$ cat src/rtl/gpio_port_pkg.sv
package gpio_port_pkg;

    typedef enum logic [1:0] {
        MODE_SINGLE   = 2'b00,
        MODE_EXPANDED = 2'b01,
        MODE_EMUL     = 2'b10,
        MODE_EMUL_ALT = 2'b11
    } port_mode_e;

    typedef enum logic [1:0] {
        FWD_IDLE = 2'b00,
        FWD_REQ  = 2'b01,
        FWD_WAIT = 2'b10
    } fwd_state_e;

    typedef struct packed {
        logic data_hit;
        logic dir_hit;
        logic unmapped;
    } reg_hit_t;

    localparam int unsigned DATA_OFFSET = 5;
    localparam int unsigned DIR_OFFSET  = 6;

    function automatic logic mode_is_emul(port_mode_e m);
        return (m == MODE_EMUL) || (m == MODE_EMUL_ALT);
    endfunction

    function automatic logic mode_is_extbus(port_mode_e m);
        return m != MODE_SINGLE;
    endfunction

endpackage

$ cat src/rtl/gpio_in_sync.sv
module gpio_in_sync #(
    parameter int W      = 8,
    parameter int STAGES = 2
) (
    input  logic         clk,
    input  logic         rst,
    input  logic [W-1:0] din,
    output logic [W-1:0] dout
);

    logic [STAGES-1:0][W-1:0] stage_q;

    generate
        if (STAGES == 1) begin : g_single
            always_ff @(posedge clk) begin
                if (rst) stage_q <= '0;
                else     stage_q <= din;
            end
        end else begin : g_chain
            always_ff @(posedge clk) begin
                if (rst) stage_q <= '0;
                else     stage_q <= {stage_q[STAGES-2:0], din};
            end
        end
    endgenerate

    assign dout = stage_q[STAGES-1];

    // the first stage always holds the input seen at the previous edge
    p_first_stage_r4: assert property (@(posedge clk) disable iff (rst)
        $past(!rst) |-> stage_q[0] == $past(din));

endmodule

$ cat src/rtl/gpio_regfile.sv
module gpio_regfile #(
    parameter int W = 8
) (
    input  logic         clk,
    input  logic         rst,
    input  logic         wr_data,
    input  logic         wr_dir,
    input  logic [W-1:0] wdata,
    input  logic [W-1:0] pin_sync,
    output logic [W-1:0] data_q,
    output logic [W-1:0] dir_q,
    output logic [W-1:0] gpio_rd
);

    always_ff @(posedge clk) begin
        if (rst) begin
            data_q <= '0;
            dir_q  <= '0;
        end else begin
            if (wr_data) data_q <= wdata;
            if (wr_dir)  dir_q  <= wdata;
        end
    end

    generate
        for (genvar b = 0; b < W; b++) begin : g_rd_bit
            assign gpio_rd[b] = dir_q[b] ? data_q[b] : pin_sync[b];
        end
    endgenerate

    // registers only change on their own write strobe
    p_dir_stable_r2: assert property (@(posedge clk) disable iff (rst)
        !wr_dir |=> $stable(dir_q));
    p_data_stable_r9: assert property (@(posedge clk) disable iff (rst)
        !wr_data |=> $stable(data_q));

endmodule

$ cat src/rtl/gpio_emu_fwd.sv
module gpio_emu_fwd
    import gpio_port_pkg::*;
#(
    parameter int W      = 8,
    parameter int ADDR_W = 8
) (
    input  logic              clk,
    input  logic              rst,
    input  logic              start,
    input  logic              acc_wr,
    input  logic [ADDR_W-1:0] acc_addr,
    input  logic [W-1:0]      acc_wdata,
    input  logic              ext_ack,
    output logic              busy,
    output logic              done,
    output logic              ext_req,
    output logic              ext_wr,
    output logic [ADDR_W-1:0] ext_addr,
    output logic [W-1:0]      ext_wdata
);

    fwd_state_e state_q, state_d;

    always_comb begin
        state_d = state_q;
        case (state_q)
            FWD_IDLE: if (start) state_d = FWD_REQ;
            FWD_REQ:  state_d = FWD_WAIT;
            FWD_WAIT: if (ext_ack) state_d = FWD_IDLE;
            default:  state_d = FWD_IDLE;
        endcase
    end

    always_ff @(posedge clk) begin
        if (rst) begin
            state_q   <= FWD_IDLE;
            ext_wr    <= 1'b0;
            ext_addr  <= '0;
            ext_wdata <= '0;
        end else begin
            state_q <= state_d;
            if (state_q == FWD_IDLE && start) begin
                ext_wr    <= acc_wr;
                ext_addr  <= acc_addr;
                ext_wdata <= acc_wdata;
            end
        end
    end

    assign busy    = state_q != FWD_IDLE;
    assign ext_req = state_q == FWD_REQ;
    assign done    = (state_q == FWD_WAIT) && ext_ack;

    // request is a single-cycle pulse that follows the start
    p_req_pulse_r7: assert property (@(posedge clk) disable iff (rst)
        ext_req |=> !ext_req);
    p_req_after_start_r7: assert property (@(posedge clk) disable iff (rst)
        (start && !busy) |=> ext_req);
    p_no_done_on_req_r7: assert property (@(posedge clk) disable iff (rst)
        ext_req |-> !done);

endmodule

$ cat src/rtl/gpio_pin_mux.sv
module gpio_pin_mux
    import gpio_port_pkg::*;
#(
    parameter int W = 8
) (
    input  logic         clk,
    input  logic         rst,
    input  port_mode_e   mode,
    input  logic [W-1:0] data_q,
    input  logic [W-1:0] dir_q,
    input  logic [W-1:0] xbus_dout,
    input  logic         xbus_oe,
    output logic [W-1:0] pin_out,
    output logic [W-1:0] pin_oe
);

    always_comb begin
        if (mode_is_extbus(mode)) begin
            pin_out = xbus_dout;
            pin_oe  = {W{xbus_oe}};
        end else begin
            pin_out = data_q;
            pin_oe  = dir_q;
        end
    end

    // external bus drives all pins together
    p_ext_oe_uniform_r6: assert property (@(posedge clk) disable iff (rst)
        mode_is_extbus(mode) |-> (pin_oe == '0 || pin_oe == '1));

endmodule

$ cat src/rtl/gpio_bidir_port.sv
module gpio_bidir_port
    import gpio_port_pkg::*;
#(
    parameter int DATA_W      = 8,
    parameter int ADDR_W      = 8,
    parameter int SYNC_STAGES = 2
) (
    input  logic              clk,
    input  logic              rst,
    input  logic [1:0]        mode,
    input  logic              bus_sel,
    input  logic              bus_wr,
    input  logic [ADDR_W-1:0] bus_addr,
    input  logic [DATA_W-1:0] bus_wdata,
    output logic [DATA_W-1:0] bus_rdata,
    output logic              bus_ready,
    input  logic [DATA_W-1:0] pin_in,
    output logic [DATA_W-1:0] pin_out,
    output logic [DATA_W-1:0] pin_oe,
    input  logic [DATA_W-1:0] xbus_dout,
    input  logic              xbus_oe,
    output logic [DATA_W-1:0] xbus_din,
    output logic              ext_req,
    output logic              ext_wr,
    output logic [ADDR_W-1:0] ext_addr,
    output logic [DATA_W-1:0] ext_wdata,
    input  logic [DATA_W-1:0] ext_rdata,
    input  logic              ext_ack
);

    localparam logic [ADDR_W-1:0] DATA_ADDR = ADDR_W'(DATA_OFFSET);
    localparam logic [ADDR_W-1:0] DIR_ADDR  = ADDR_W'(DIR_OFFSET);

    port_mode_e        mode_e;
    reg_hit_t          hit;
    logic              fwd_needed, fwd_busy, fwd_done, fwd_start;
    logic              wr_data, wr_dir;
    logic [DATA_W-1:0] pin_sync, data_q, dir_q, gpio_rd;

    assign mode_e = port_mode_e'(mode);

    always_comb begin
        hit.data_hit = bus_addr == DATA_ADDR;
        hit.dir_hit  = bus_addr == DIR_ADDR;
        hit.unmapped = !(hit.data_hit || hit.dir_hit);
    end

    assign fwd_needed = bus_sel && hit.data_hit && mode_is_emul(mode_e);
    assign fwd_start  = fwd_needed && !fwd_busy;

    assign bus_ready = fwd_needed ? fwd_done : bus_sel;

    assign wr_data = (bus_sel && bus_wr && hit.data_hit && !fwd_needed)
                   || (fwd_done && bus_wr);
    assign wr_dir  = bus_sel && bus_wr && hit.dir_hit;

    always_comb begin
        bus_rdata = '0;
        if (bus_sel) begin
            if (fwd_needed)        bus_rdata = ext_rdata;
            else if (hit.data_hit) bus_rdata = gpio_rd;
            else if (hit.dir_hit)  bus_rdata = dir_q;
        end
    end

    assign xbus_din = pin_sync;

    gpio_in_sync #(.W(DATA_W), .STAGES(SYNC_STAGES)) u_sync (
        .clk  (clk),
        .rst  (rst),
        .din  (pin_in),
        .dout (pin_sync)
    );

    gpio_regfile #(.W(DATA_W)) u_regs (
        .clk      (clk),
        .rst      (rst),
        .wr_data  (wr_data),
        .wr_dir   (wr_dir),
        .wdata    (bus_wdata),
        .pin_sync (pin_sync),
        .data_q   (data_q),
        .dir_q    (dir_q),
        .gpio_rd  (gpio_rd)
    );

    gpio_emu_fwd #(.W(DATA_W), .ADDR_W(ADDR_W)) u_fwd (
        .clk       (clk),
        .rst       (rst),
        .start     (fwd_start),
        .acc_wr    (bus_wr),
        .acc_addr  (bus_addr),
        .acc_wdata (bus_wdata),
        .ext_ack   (ext_ack),
        .busy      (fwd_busy),
        .done      (fwd_done),
        .ext_req   (ext_req),
        .ext_wr    (ext_wr),
        .ext_addr  (ext_addr),
        .ext_wdata (ext_wdata)
    );

    gpio_pin_mux #(.W(DATA_W)) u_pins (
        .clk       (clk),
        .rst       (rst),
        .mode      (mode_e),
        .data_q    (data_q),
        .dir_q     (dir_q),
        .xbus_dout (xbus_dout),
        .xbus_oe   (xbus_oe),
        .pin_out   (pin_out),
        .pin_oe    (pin_oe)
    );

    // pins come out of reset as inputs
    p_reset_inputs_r1: assert property (@(posedge clk) disable iff (rst)
        ($past(rst) && mode_e == MODE_SINGLE) |-> pin_oe == '0);
    // non-forwarded accesses finish at once
    p_local_ready_r10: assert property (@(posedge clk) disable iff (rst)
        (bus_sel && !mode_is_emul(mode_e)) |-> bus_ready);
    // a completed direction write is visible the next cycle
    p_dir_write_r2: assert property (@(posedge clk) disable iff (rst)
        (bus_sel && bus_wr && bus_ready && hit.dir_hit) |=> dir_q == $past(bus_wdata));
    // forwarded accesses never complete in the start cycle
    p_fwd_not_immediate_r7: assert property (@(posedge clk) disable iff (rst)
        fwd_start |-> !bus_ready);

endmodule

$ cat config.mk
export PLATFORM = sky130hd
export DESIGN_NAME = gpio_bidir_port
export DESIGN_NICKNAME = d
export VERILOG_FILES = /design/src/rtl/gpio_port_pkg.sv /design/src/rtl/gpio_in_sync.sv /design/src/rtl/gpio_regfile.sv /design/src/rtl/gpio_emu_fwd.sv /design/src/rtl/gpio_pin_mux.sv /design/src/rtl/gpio_bidir_port.sv
export SDC_FILE = /design/constraint.sdc
export NUM_CORES = 1
export LEC_CHECK = 0
export BUFFER_PORTS_ARGS = -buffer_cell sky130_fd_sc_hd__buf_2
export CELL_PAD_IN_SITES_DETAIL_PLACEMENT = 2
export CELL_PAD_IN_SITES_GLOBAL_PLACEMENT = 2
export CORE_MARGIN = 3
export CORE_UTILIZATION = 27
export DETAILED_ROUTE_END_ITERATION = 10
export HOLD_SLACK_MARGIN = 0.12
export MAX_ROUTING_LAYER = met4
export PLACE_DENSITY = 0.83
export REMOVE_ABC_BUFFERS = 1
export SYNTH_ARGS = -nofsm -noshare
export SYNTH_HDL_FRONTEND = slang
export SYNTH_SLANG_ARGS = --single-unit
$ cat constraint.sdc
create_clock -name clk -period 2.2 [get_ports clk]
set_clock_uncertainty 0.05 [all_clocks]
set_input_delay 0.44 -clock clk [delete_from_list [all_inputs] [get_ports clk]]
set_output_delay 0.44 -clock clk [all_outputs]
set_load 0.05 [all_outputs]
==> metrics.yaml, run 1 <==
sta:
  tns_ns: 0
  fmax_mhz: 474
  period_needed_ns: 2.11
  setup_viol: 0
  tightest_slew_ns: 0.497
  holdWs_ns: 0.296
  hold_viol_final: 0
  slew_headroom: 0.667
  fin_crit_sh: 0.958
  rsz0062_at_grt: "no"
  slew_viol_final: 0
clock_network:
  clk_latency_ns: 0.30
  htreeDepth: 2
  numClockSinks: 51
  postCtsHoldBufs: 0
  cts-buffers-inserted: 5
  cts_tree: "built"
  cts_root_buffer: "clkbuf_8"
  cts_buffer_depth: 2
  clk_pin_slew_ns: 0.09
  cts_setup_buffers: 0
route:
  post_drt_wl_per_cell_um: 16.9
  via_per_inst: 4.65
  ant_nets: 0
  drcViolationCount: 0
  wl_mm: 7.54
  dr.pass1.iters: 4
  vias: 2074
  drtIter0Drc: 58
power_and_ir_drop:
  powerDensity_nw_per_um2: 588
  p_leak_uw: 0.00154
  irDropWorstVdd_mv: 0.268
yosys:
  synth_seq_cells: 51
  synth.largest_area_cell: "dfxtp_1"
  synth_edf_count: 0
  synth_compound_area_frac: 0.110
  ys.flop_type: "dfxtp_1"
  yosysSeqAreaShare: 0.441
  synth_xor_xnor_area_share: 0
  netlist_area_um2: 2320
  synth_common_cells: "51 x dfxtp_1, 27 x mux2i_1, 25 x nor2_1, 25 x nor2b_1, 16 x nand2b_1"
  synth.most_common_cell: "dfxtp_1"
  netlist_top_cells_area: "dfxtp_1 44%, mux2i_1 12%, nor2b_1 6.8%"
  synthAdderAreaFrac: 0
  syn_inst: 246
  synthSimpleGateAreaFrac: 0.234
  synthArstFlopShare: 0
  synth_top_area_frac: 0.441
  avgSynthCellArea_um2: 9.41
  synthMuxAreaShare: 0.156
  ys_warn_count: 0
  synth_top_family_by_area: "simple AND/OR/NAND/NOR gates"
  synth_cell_type_count: 27
global_routing:
  grt_use_met1: 0.194
  grt_pass1_wl_mm: 12.1
  overflow: 0
  antenna_found_initial: 0
  gr-usage-met2: 0.288
  grt_max_degree: 33
  grt_usage: 0.163
  grt_pass1_vias: 2271
  busiest_layer: "met2"
  met3_usage: 0.0311
floorplanning:
  start_util: 0.280
  dieWidth_um: 98.6
  core_area_um2: 8260
  io_pins: 99
  dieArea_um2: 9720
  num_rows: 33
  die_h_um: 98.6
worst_setup_path:
  reg2reg_from: "u_fwd.state_q[1]"
  critical_path_class: "primary input to output port"
  end_kind: "output port"
  cp.required_ns: 1.71
  critPathMaxFanout: 16
  rrSetupSlack_ns: 0.91
  crit_path_start: "mode[0]"
  crit_arrival_ns: 1.62
  worstSetupStartpointType: "primary input"
layout:
  drive_gt1_frac: 0.384
  area_delta_synth_final_pct: 30.7
  nets: 389
  diodes: 0
  fin_area_um2: 3030
run:
  drv_cap: 0
status:
  outcome: "completed"
placement:
  place_congestion: 0.768
  dp_hpwl_mm: 5.97
  placed_cell_area_um2: 2920
  port_buffers: 98
min_path:
  worstHoldPathType: "primary input to flip-flop"
  hold_path_startpoint: "pin_in[2]"
==> critical path, stage by stage <==
cell and delay, ns:
buf_2 0.11, nor2_1 0.17, buf_4 0.30, mux2_2 0.38, buf_2 0.21
==> logic make-up after synthesis <==
group           after synthesis
compound gates               40
buf+inv                      26
flops                        51
mux                          35
simple gates                 94
==> layout by cell type, fill, tap and decap left out <==
cell type | netlist | layout
o21ai_0 | 14 | 12
a31oi_1 | 1 | 1
o21ai_4 | 1 | 1
nor3b_1 | 7 | 7
nor3_1 | 1 | 1
nor3b_2 | 1 | 1
nand4_2 | 1 | 1
mux2_2 | 8 | 8
nand3b_1 | 1 | 1
and3_1 | 1 | 1
nor4b_4 | 1 | 1
clkinv_2 | 0 | 1
nand2b_1 | 16 | 16
buf_4 | 9 | 16
nand4_1 | 1 | 1
a22oi_1 | 3 | 3
a21o_1 | 14 | 14
and2_4 | 0 | 1
buf_12 | 0 | 1
nand2_1 | 11 | 11
mux2i_1 | 27 | 27
and3b_1 | 2 | 2
o21ai_1 | 0 | 2
nor2b_1 | 25 | 24
a21oi_1 | 7 | 7
dfxtp_1 | 51 | 51
inv_1 | 4 | 4
nor2_1 | 25 | 25
nor2b_2 | 0 | 1
clkbuf_8 | 0 | 6
buf_2 | 4 | 91
clkbuf_4 | 0 | 2
==> final cells by class <==
| cell class | count | area (um2) |
|---|---|---|
| inverters | 4 | 15.0 |
| flip-flops and latches | 51 | 1020 |
| well taps | 105 | 131 |
| multi-input cells | 169 | 1160 |
| clock inverters | 1 | 5.00 |
| clock buffers | 6 | 82.6 |
| repair buffers | 110 | 611 |
| fillers | 961 | 5230 |
==> through the flow <==
step,total power (uW),setup WS (ns),util,instances
floorplan,1130,-0.296,-,224
global placement,1250,0.00419,0.353,439
detailed placement,1260,-0.0465,0.353,439
CTS,1820,0.00213,0.365,446
global route,1880,0.00845,0.367,446
finish,1780,0.0916,0.367,446
==> sequential cells by signal, summed over array words and instances (netlist names) <==
| name | flops |
|---|---|
| u_fwd.state_q | 2 |
| u_regs.data_q | 8 |
| u_sync.stage_q | 8 |
| u_fwd.ext_addr | 8 |
| u_fwd.ext_wdata | 8 |
| u_regs.dir_q | 8 |
| u_sync.dout | 8 |
| u_fwd.ext_wr | 1 |
==> layer usage <==
| metal | up-vias | wire length, um |
|---|---|---|
| li1 | 1003 | - |
| met4 | 0 | 47 |
| met3 | 6 | 360 |
| met1 | 1006 | 3160 |
| met5 | - | 0 |
| met2 | 59 | 3970 |
==> power by group <==
group          total, uW  switching (uW)  internal, uW  leakage (uW)
clock                546             299           248     0.0000470
combinational        292             189           103       0.00108
sequential           941            4.93           936      0.000414
total               1780             492          1290       0.00154
==> timing repair <==
item,CTS,global route
pin swaps,0,2
setup endpoints to repair,4,12
hold endpoints to repair,0,0
gates resized for setup,5,7
gates cloned,0,0
==> worst paths after layout <==
kind,endpoint,depth (start not counted)
worst max-delay path,pin_out[0],5
worst min-delay path,u_sync.stage_q[2],2
worst max register to register,u_regs.data_q[3],4
worst min register to register,u_sync.dout[0],1
No activity file was read; power rests on OpenSTA's default activity.
==> run 2, diff against run 1 <==
--- a/config.mk
+++ b/config.mk
@@ -9,7 +9,7 @@
 export CELL_PAD_IN_SITES_DETAIL_PLACEMENT = 2
 export CELL_PAD_IN_SITES_GLOBAL_PLACEMENT = 2
 export CORE_MARGIN = 3
-export CORE_UTILIZATION = 27
+export CORE_UTILIZATION = 29
 export DETAILED_ROUTE_END_ITERATION = 10
 export HOLD_SLACK_MARGIN = 0.12
 export MAX_ROUTING_LAYER = met4
@@ -17,4 +17,5 @@
 export REMOVE_ABC_BUFFERS = 1
 export SYNTH_ARGS = -nofsm -noshare
 export SYNTH_HDL_FRONTEND = slang
+export SYNTH_HIERARCHICAL = 1
 export SYNTH_SLANG_ARGS = --single-unit
==> run 2 against run 1 <==
  * Via count rose by 1.5%
  * Sequential cell count did not move
  * Global-route usage fell by 0.77 points
  * Count of clock-buffer cells in the layout did not move
  * Clock power rose by 24%
  * Fmax fell by 1.6%
  * Critical path depth did not move
  * Core utilization rose by 3.6 points
  * Worst setup slack got worse by 0.034 ns
  * Sequential share of layout area fell by 3.0 points
  * Largest cell class unchanged
==> metrics.yaml, run 2 <==
status:
  outcome: "completed"  # unchanged
layout:
  nets: 391  # was 389
  fin_area_um2: 3380  # was 3030 um2
  diodes: 0  # unchanged
  area_delta_synth_final_pct: 31.7  # was 30.7%
  n_fill_cell: 929  # was 961
  final_common_cell: "buf_2"  # unchanged
  mostFrequentLayoutCells: "90 x buf_2, 43 x dfxtp_1, 34 x nand2b_1"  # was 91 x buf_2, 51 x dfxtp_1, 27 x mux2i_1
  drive_gt1_frac: 0.544  # was 0.384
worst_setup_path:
  cp.required_ns: 1.71  # about the same
  critPathMaxFanout: 3  # was 16
  end_kind: "output port"  # unchanged
  critical_path_class: "flip-flop to output port"  # was primary input to output port
  worstSetupStartpointType: "flip-flop"  # was primary input
  crit_arrival_ns: 1.65  # was 1.62 ns
yosys:
  netlist_top_cells_area: "dfxtp_1 40%, mux2i_1 13%, mux2_2 9.7%"  # was dfxtp_1 44%, mux2i_1 12%, nor2b_1 6.8%
  synth.most_common_cell: "dfxtp_1"  # unchanged
  synth.largest_area_cell: "dfxtp_1"  # unchanged
  synth_seq_cells: 51  # unchanged
  ys_warn_count: 6  # was 0
  avgSynthCellArea_um2: 10.5  # was 9.41 um2
  synth_common_cells: "51 x dfxtp_1, 34 x nand2b_1, 33 x mux2i_1"  # was 51 x dfxtp_1, 27 x mux2i_1, 25 x nor2_1, 25 x nor2b_1, 16 x nand2b_1
  ys.flop_type: "dfxtp_1"  # unchanged
  syn_inst: 244  # was 246
  synth_top_area_frac: 0.398  # was 0.441
  synth_edf_count: 0  # unchanged
  yosysSeqAreaShare: 0.398  # was 0.441
  netlist_area_um2: 2560  # was 2320 um2
  synthArstFlopShare: 0  # unchanged
  synth_cell_type_count: 32  # was 27
global_routing:
  grt_pass1_vias: 2288  # was 2271
  antenna_found_initial: 0  # unchanged
  overflow: 0  # unchanged
  grt_max_degree: 69  # was 33
  grt_pass1_wl_mm: 11.9  # was 12.1 mm
  grt_usage: 0.155  # was 0.163
route:
  vias: 2106  # was 2074
  post_drt_wl_per_cell_um: 16.9  # about the same
  dr.pass1.iters: 4  # unchanged
  drtIter0Drc: 52  # was 58
  wl_mm: 7.60  # was 7.54 mm
  drcViolationCount: 0  # unchanged
  via_per_inst: 4.69  # was 4.65
  ant_nets: 0  # unchanged
sta:
  slew_headroom: 0.748  # was 0.667
  tns_ns: 0  # unchanged
  tightest_slew_ns: 0.378  # was 0.497 ns
  fmax_mhz: 467  # was 474 MHz
  hold_viol_final: 0  # unchanged
  slew_viol_final: 0  # unchanged
  rsz0062_at_grt: "yes"  # was no
  setup_viol: 0  # unchanged
  fin_crit_sh: 0.974  # was 0.958
  period_needed_ns: 2.14  # was 2.11 ns
power_and_ir_drop:
  powerDensity_nw_per_um2: 572  # was 588 nW/um2
  p_clk_frac: 0.351  # was 0.307
  power_switching_uw: 508  # was 492 uW
  p_int_uw: 1420  # was 1290 uW
  p_leak_uw: 0.00148  # was 0.00154 uW
  seqPwrFrac: 0.485  # was 0.529
  swShare: 0.263  # was 0.277
  p_comb_frac: 0.164  # about the same
  irDropWorstVdd_mv: 0.266  # was 0.268 mV
floorplanning:
  start_util: 0.306  # was 0.280
  num_rows: 33  # unchanged
  dieArea_um2: 10000  # was 9720 um2
  die_h_um: 100  # was 98.6 um
  io_pins: 99  # unchanged
  dieWidth_um: 100  # was 98.6 um
  core_area_um2: 8380  # was 8260 um2
placement:
  dp_hpwl_mm: 5.68  # was 5.97 mm
  place_congestion: 0.795  # was 0.768
  port_buffers: 98  # unchanged
  placed_cell_area_um2: 3120  # was 2920 um2
clock_network:
  clk_latency_ns: 0.29  # was 0.30 ns
  cts_tree: "built"  # unchanged
  cts-buffers-inserted: 5  # unchanged
  clk_pin_slew_ns: 0.09  # about the same
  cts_root_buffer: "clkbuf_8"  # unchanged
  cts_buffer_depth: 2  # unchanged
  htreeDepth: 2  # unchanged
  numClockSinks: 51  # unchanged
min_path:
  worstHoldPathType: "primary input to flip-flop"  # unchanged
run:
  drv_cap: 0  # unchanged
-- run 2: power groups by stage --
stage	sequential, uW	combinational (uW)	clock [uW]
3_5_place_dp	963	315	0
6_report	937	316	678
3_3_place_gp	962	309	0
2_1_floorplan	983	164	0
5_1_grt	939	338	755
4_1_cts	941	316	708
-- run 2: cells by family after synthesis --
logic type,synth area share
buffers and inverters,0.0737
DFF,0.398
AOI/OAI and AO/OA,0.0629
muxes,0.237
and+or+nand+nor,0.228
-- run 2: stage by stage --
stage                     utilization  setup slack [ns]  hold slack, ns  std cells  power (uW)
after floorplan                     -            -0.325           0.365        221        1150
after global placement          0.372         -0.000350           0.367        434        1270
after detailed placement        0.372           -0.0695           0.386        434        1280
after CTS                       0.390           0.00259           0.290        442        1970
after global routing            0.403           -0.0186           0.298        449        2030
final                           0.403            0.0573           0.297        449        1930
-- run 2: area by class of cell --
cell class	instances	area, um2	share of cell area
repair buffers	115	702	0.208
well taps	105	131	0.0389
clock buffers	6	82.6	0.0245
multi-input cells	170	1390	0.411
clock inverters	2	35.0	0.0104
flip-flops and latches	51	1040	0.308
-- run 2: repair_timing --
item                                    4_1_cts  5_1_grt
buffers inserted                              0        7
gates resized for setup                      16       17
hold buffers                                  0        0
endpoints found under the setup margin        8        8
pin swaps                                     0        2
-- run 2: final timing paths --
| check | from | to | slack [ns] | depth (start not counted) |
|---|---|---|---|---|
| worst min-delay path | pin_in[1] | u_sync/stage_q[1] | 0.30 | 2 |
| worst min register to register | u_sync/stage_q[4] | u_sync/dout[4] | 0.40 | 1 |
| worst max register to register | u_fwd/state_q[1] | u_fwd/ext_wdata[4] | 0.49 | 5 |
| worst max-delay path | u_regs/dir_q[7] | bus_rdata[7] | 0.06 | 5 |
-- run 2: per-layer routing --
layer,track usage,vias up,share of wire
li1,-,1008,-
met1,0.196,1024,0.44
met2,0.263,70,0.49
met3,0.0306,4,0.061
met4,0.0249,0,0.0054
met5,-,-,0
-- run 2: worst max-delay path: stages (launching register included) --
cell and delay (ns):
dfxtp_2 0.36, mux2_2 0.33, mux2_2 0.27, a22oi_1 0.14, nor2_1 0.07, buf_4 0.19
